`config.mk`:
```
export PLATFORM = sky130hd
export DESIGN_NAME = sq_iso_gen
export DESIGN_NICKNAME = d
export VERILOG_FILES = /design/src/rtl/sq_iso_pkg.sv /design/src/rtl/sq_iso_store.sv /design/src/rtl/sq_iso_addr.sv /design/src/rtl/sq_iso_ctrl.sv /design/src/rtl/sq_iso_gen.sv
export SDC_FILE = /design/constraint.sdc
export NUM_CORES = 1
export LEC_CHECK = 0
export BUFFER_PORTS_ARGS = -buffer_cell sky130_fd_sc_hd__clkbuf_2
export CAP_MARGIN = 20
export CORE_MARGIN = 3
export CORE_UTILIZATION = 37
export CTS_CLUSTER_DIAMETER = 50
export CTS_CLUSTER_SIZE = 8
export DETAILED_ROUTE_END_ITERATION = 8
export GPL_ROUTABILITY_DRIVEN = 0
export MAX_ROUTING_LAYER = met4
export PLACE_DENSITY = 0.64
export SYNTH_ARGS = -nofsm -noshare
export SYNTH_HDL_FRONTEND = slang
export SYNTH_HIERARCHICAL = 1
export SYNTH_SLANG_ARGS = --single-unit
```
`constraint.sdc`:
```
create_clock -name clk -period 5.1 [get_ports clk]
set_input_delay 0.255 -clock clk [delete_from_list [all_inputs] [get_ports clk]]
set_output_delay 0.255 -clock clk [all_outputs]
set_load 0.05 [all_outputs]
```
`src/rtl/sq_iso_pkg.sv`:
```
package sq_iso_pkg;

    typedef enum logic {
        PH_LOAD = 1'b0,
        PH_PLAY = 1'b1
    } phase_e;

    localparam int NUM_ISO = 8;
    localparam int CODE_W  = 3;

    // Source row for output position (r,c) under a given mapping code.
    function automatic int src_row(input int code, input int side, input int r, input int c);
        int m;
        m = side - 1;
        case (code)
            0:       src_row = r;
            1:       src_row = m - c;
            2:       src_row = m - r;
            3:       src_row = c;
            4:       src_row = r;
            5:       src_row = m - r;
            6:       src_row = c;
            default: src_row = m - c;
        endcase
    endfunction

    // Source column for output position (r,c) under a given mapping code.
    function automatic int src_col(input int code, input int side, input int r, input int c);
        int m;
        m = side - 1;
        case (code)
            0:       src_col = c;
            1:       src_col = r;
            2:       src_col = m - c;
            3:       src_col = m - r;
            4:       src_col = m - c;
            5:       src_col = c;
            6:       src_col = r;
            default: src_col = m - r;
        endcase
    endfunction

endpackage

```
`src/rtl/sq_iso_store.sv`:
```
module sq_iso_store #(
    parameter int DEPTH = 16,
    parameter int PIX_W = 8,
    parameter int IDX_W = 4
) (
    input  logic             clk,
    input  logic             wr_en,
    input  logic [IDX_W-1:0] wr_idx,
    input  logic [PIX_W-1:0] wr_pix,
    input  logic [IDX_W-1:0] rd_idx,
    output logic [PIX_W-1:0] rd_pix
);

    logic [PIX_W-1:0] cells [DEPTH];

    always_ff @(posedge clk) begin
        if (wr_en) begin
            cells[wr_idx] <= wr_pix;
        end
    end

    assign rd_pix = cells[rd_idx];

endmodule

```
`src/rtl/sq_iso_addr.sv`:
```
module sq_iso_addr
    import sq_iso_pkg::*;
#(
    parameter int SIDE  = 4,
    parameter int CRD_W = 2,
    parameter int IDX_W = 4
) (
    input  logic [CODE_W-1:0] code,
    input  logic [CRD_W-1:0]  row,
    input  logic [CRD_W-1:0]  col,
    output logic [IDX_W-1:0]  rd_idx
);

    logic [IDX_W-1:0] cand [NUM_ISO];

    // One address candidate per mapping; the code selects among them.
    for (genvar g = 0; g < NUM_ISO; g++) begin : g_map
        assign cand[g] = IDX_W'(src_row(g, SIDE, int'(row), int'(col)) * SIDE
                              + src_col(g, SIDE, int'(row), int'(col)));
    end

    assign rd_idx = cand[code];

endmodule

```
`src/rtl/sq_iso_ctrl.sv`:
```
module sq_iso_ctrl
    import sq_iso_pkg::*;
#(
    parameter int SIDE  = 4,
    parameter int CRD_W = 2
) (
    input  logic              clk,
    input  logic              rst_n,
    input  logic              in_valid,
    input  logic              out_ready,
    output logic              in_ready,
    output logic              out_valid,
    output logic              wr_en,
    output logic              at_end,
    output logic [CRD_W-1:0]  row,
    output logic [CRD_W-1:0]  col,
    output logic [CODE_W-1:0] code
);

    localparam logic [CRD_W-1:0]  EDGE     = CRD_W'(SIDE - 1);
    localparam logic [CODE_W-1:0] LAST_ISO = CODE_W'(NUM_ISO - 1);

    typedef struct packed {
        phase_e             ph;
        logic [CRD_W-1:0]   row;
        logic [CRD_W-1:0]   col;
        logic [CODE_W-1:0]  code;
    } ctrl_t;

    ctrl_t s_d, s_q;
    logic  step;

    always_comb begin
        s_d    = s_q;
        at_end = (s_q.row == EDGE) && (s_q.col == EDGE);
        step   = (s_q.ph == PH_LOAD) ? in_valid : out_ready;
        if (step) begin
            if (s_q.col == EDGE) begin
                s_d.col = '0;
                if (s_q.row == EDGE) begin
                    s_d.row = '0;
                    if (s_q.ph == PH_LOAD) begin
                        s_d.ph   = PH_PLAY;
                        s_d.code = '0;
                    end else if (s_q.code == LAST_ISO) begin
                        s_d.ph   = PH_LOAD;
                        s_d.code = '0;
                    end else begin
                        s_d.code = s_q.code + 1'b1;
                    end
                end else begin
                    s_d.row = s_q.row + 1'b1;
                end
            end else begin
                s_d.col = s_q.col + 1'b1;
            end
        end
    end

    always_ff @(posedge clk) begin
        if (!rst_n) begin
            s_q <= '{ph: PH_LOAD, row: '0, col: '0, code: '0};
        end else begin
            s_q <= s_d;
        end
    end

    assign in_ready  = (s_q.ph == PH_LOAD);
    assign out_valid = (s_q.ph == PH_PLAY);
    assign wr_en     = in_ready && in_valid;
    assign row       = s_q.row;
    assign col       = s_q.col;
    assign code      = s_q.code;

endmodule

```
`src/rtl/sq_iso_gen.sv`:
```
module sq_iso_gen
    import sq_iso_pkg::*;
#(
    parameter int SIDE  = 4,
    parameter int PIX_W = 8
) (
    input  logic              clk,
    input  logic              rst_n,
    input  logic              in_valid,
    input  logic [PIX_W-1:0]  in_pix,
    output logic              in_ready,
    output logic              out_valid,
    output logic [PIX_W-1:0]  out_pix,
    output logic [CODE_W-1:0] out_code,
    output logic              out_last,
    input  logic              out_ready
);

    localparam int DEPTH = SIDE * SIDE;
    localparam int CRD_W = (SIDE > 1) ? $clog2(SIDE) : 1;
    localparam int IDX_W = (DEPTH > 1) ? $clog2(DEPTH) : 1;

    logic             wr_en;
    logic             at_end;
    logic [CRD_W-1:0] row;
    logic [CRD_W-1:0] col;
    logic [IDX_W-1:0] wr_idx;
    logic [IDX_W-1:0] rd_idx;

    sq_iso_ctrl #(.SIDE(SIDE), .CRD_W(CRD_W)) u_ctrl (
        .clk       (clk),
        .rst_n     (rst_n),
        .in_valid  (in_valid),
        .out_ready (out_ready),
        .in_ready  (in_ready),
        .out_valid (out_valid),
        .wr_en     (wr_en),
        .at_end    (at_end),
        .row       (row),
        .col       (col),
        .code      (out_code)
    );

    assign wr_idx = IDX_W'(int'(row) * SIDE + int'(col));

    sq_iso_addr #(.SIDE(SIDE), .CRD_W(CRD_W), .IDX_W(IDX_W)) u_addr (
        .code   (out_code),
        .row    (row),
        .col    (col),
        .rd_idx (rd_idx)
    );

    sq_iso_store #(.DEPTH(DEPTH), .PIX_W(PIX_W), .IDX_W(IDX_W)) u_store (
        .clk    (clk),
        .wr_en  (wr_en),
        .wr_idx (wr_idx),
        .wr_pix (in_pix),
        .rd_idx (rd_idx),
        .rd_pix (out_pix)
    );

    assign out_last = out_valid && at_end;

endmodule

```
==> results.md <==
- Crit start category: flip-flop
- Synthesis Warnings: 6
- Post-synth top cells: 128 x edfxtp_1, 22 x nand2_1, 19 x mux4_2, 16 x a22oi_1, 15 x nor2_1
- Die X: between 100 and 150 um
- Antenna violations before repair: 0
- Global-route wire length before repair: ~18000 um
- Tcrit/Tclk final: 0.759
- Core ar.: approximately 0.015 mm^2
- Fin util: 0.444
- Number of global-route vias before repair: approximately 3100
- HP Class: primary input to flip-flop
- Synth top area cells: edfxtp_1 67%, mux4_2 7.5%, mux4_1 6.4%
- Total GRT Usage: 0.147
- # H-tree levels: 4
- Worst-Skew Late Latency: roughly 0.4 ns
- Postcts setup bufs: 0
- Crit path from: u_ctrl/code[2]
- Peak supply drop: roughly 0.23 mV
- Crit path to: out_pix[5]
- Setup TNS: 0 ns
- Status: complete, no violations
- DRT Pass-1 Iters: 4
- Crit Path Class: flip-flop to primary output
- Yosys top cell area share: 0.673
- Post-synth cell types: 42
- GRT overflow: 0
- Most numerous cell in the Yosys netlist: edfxtp_1
- Final hold viol count: 0
- Highest net fanout along the worst path: 32
- Fraction of layout cells with a size suffix above 1: 0.251
- Beginning of the worst register-to-register path: u_ctrl/out_valid
- Worst Reg2Reg Path Length in Cells: 3
- Setup Viol. Count Final: 0
- Largest net degree at the start of global routing: 33
- Largest area contributor in the netlist: edfxtp_1
- Worst path arrival time: 3.62 ns
- Post-synth ARST share: 0
- Fill count: approximately 1300
- Die span in y: around 130 um
- DRT Wirelength: between 10000 and 15000 um
- Clk buf depth: 2
- Post-CTS Hold Buffers: 0
- NumNets Final: 362
- FP Rows: 44
- Max-slew violation total from the final report: 0
- LEAKAGE: between 2 and 2.5 nW
- Cts bufs inserted: 17
- I/O Pins: 26
- Critical path data required time: a little under 5 ns
- Tmin final: 3.87 ns
- Syn_area_per_cell: approximately 18 um^2
- Critical path capture point type: primary output
- Post-route cell area: between 0.006 and 0.007 mm^2
- Drt wl/cell: 20.6 um
- Starting Density: 0.386
- #FFs+latches synth: about 140
- Synthesized Nets: around 330
- Synth Flop Type: edfxtp_1
- Worst slew pin tran: 1.08 ns
- N_diodes: 0
- CTS resizes: 0
- FF-to-FF End: u_store/cells[3][6]
- RSZ-0062 raised after global routing: no
- Clock transition at the registers of the reported paths: 0.06 ns
- R2R Setup Slk: around 2.7 ns
- Synthesized cell area: 0.00571 mm^2
- Vias: roughly 3000
- Cell Pwr Density: just under 400 mW/mm^2
- Iteration-0 DRC Markers: 225
- Synth-to-layout area growth: 15.1%
- Gate Count Post-Synth: 310
- Highest clock rate: between 0.2 and 0.3 GHz
- Die ar.: 0.0170 mm^2
- IO Port Bufs: 25
- # Max-Cap Violations: 0
- Root Buffer: clkbuf_16
- Total clock sinks: 136
- Worst rel slew slack: 0.277
- Vias per inst: 5.54
- Hold_sp: out_ready
- Number of synthesized flops with an enable pin: between 100 and 150
- Final clock skew: 0.0113 ns
- Placed Area: about 0.006 mm^2
- HPWL after DPL: 7250 um
- CTS tree: built
- Register area share after synthesis: 0.701
- Post-DRT Antenna Nets: 0
- Drc violations: 0
critical path, cell delays in order, from the launching register on:
cell and delay, ns:
dfxtp_1 0.71, nor3_1 0.13, a21oi_1 0.14, o21ai_0 0.16
a211oi_4 0.27, buf_4 0.53, mux4_1 0.63, a22oi_1 0.29
nand2_1 0.10, clkbuf_2 0.24
report_power, final:
part | internal, mW | switching (mW) | total (mW)
registers | 1.23 | 0.00704 | 1.24
clock network | 0.713 | 0.435 | 1.15
logic | 0.0573 | 0.0981 | 0.155
total | 2.00 | 0.540 | 2.54
flip-flops by register name, summed over array words and instances, names as in the netlist:
signal,flops
u_store/cells,128
u_ctrl/col,2
u_ctrl/row,2
u_ctrl/out_valid,1
u_ctrl/code,3
metal layers:
metal,up-vias,global-route usage,wire length [um]
li1,1335,-,-
met1,1563,0.190,4950
met2,97,0.228,5550
met3,6,0.0422,581
met4,0,0.0410,80
met5,-,-,0
area by class of cell:
cell class                      instances  area [um^2]  area share
Inverter                                4         15.0     0.00228
Clock buffer                           18          429      0.0653
Tap cell                              184          230      0.0350
Timing Repair Buffer                   33          193      0.0293
Multi-Input combinational cell        154         1570       0.239
Clock inverter                         13          131      0.0200
Sequential cell                       136         4000       0.609
cells in the final DEF (no fill, tap or decap), drive strengths merged, types with 6 or more instances in the layout:
cell      n
nor2b     6
buf       8
clkinv    9
mux2i     9
nor3      6
nand2    22
clkbuf   43
o21ai     6
a21oi     6
mux4     33
dfxtp     8
a22oi    16
nor2     15
edfxtp  128
how the worst min path moves through the flow:
stage                                      to  slack, ns  depth (start not counted)
after global routing         u_ctrl/out_valid       0.21                          3
after floorplan           u_store/cells[0][0]       0.35                          0
after CTS                    u_ctrl/out_valid       0.20                          3
final                        u_ctrl/out_valid       0.21                          3
after detailed placement     u_ctrl/out_valid       0.63                          3
after global placement          u_ctrl/row[1]       0.61                          2
stage by stage:
stage	total power, mW	worst slack, ns	hold slack (ns)	cells
2_1_floorplan	1.37	1.95	0.354	310
3_3_place_gp	1.42	1.56	0.606	510
3_5_place_dp	1.42	1.61	0.627	511
4_1_cts	2.57	1.16	0.203	542
5_1_grt	2.63	0.825	0.211	542
6_report	2.54	1.23	0.211	542
logic make-up after synthesis:
logic type / share of synthesized area
AOI/OAI and AO/OA: 0.0414
adders and majority gates: 0.00877
and+or+nand+nor: 0.0609
DFF: 0.701
xor gates and xnor gates: 0.00153
muxes: 0.160
buffers and inverters: 0.0263
Power figures use the tool's default switching activity.
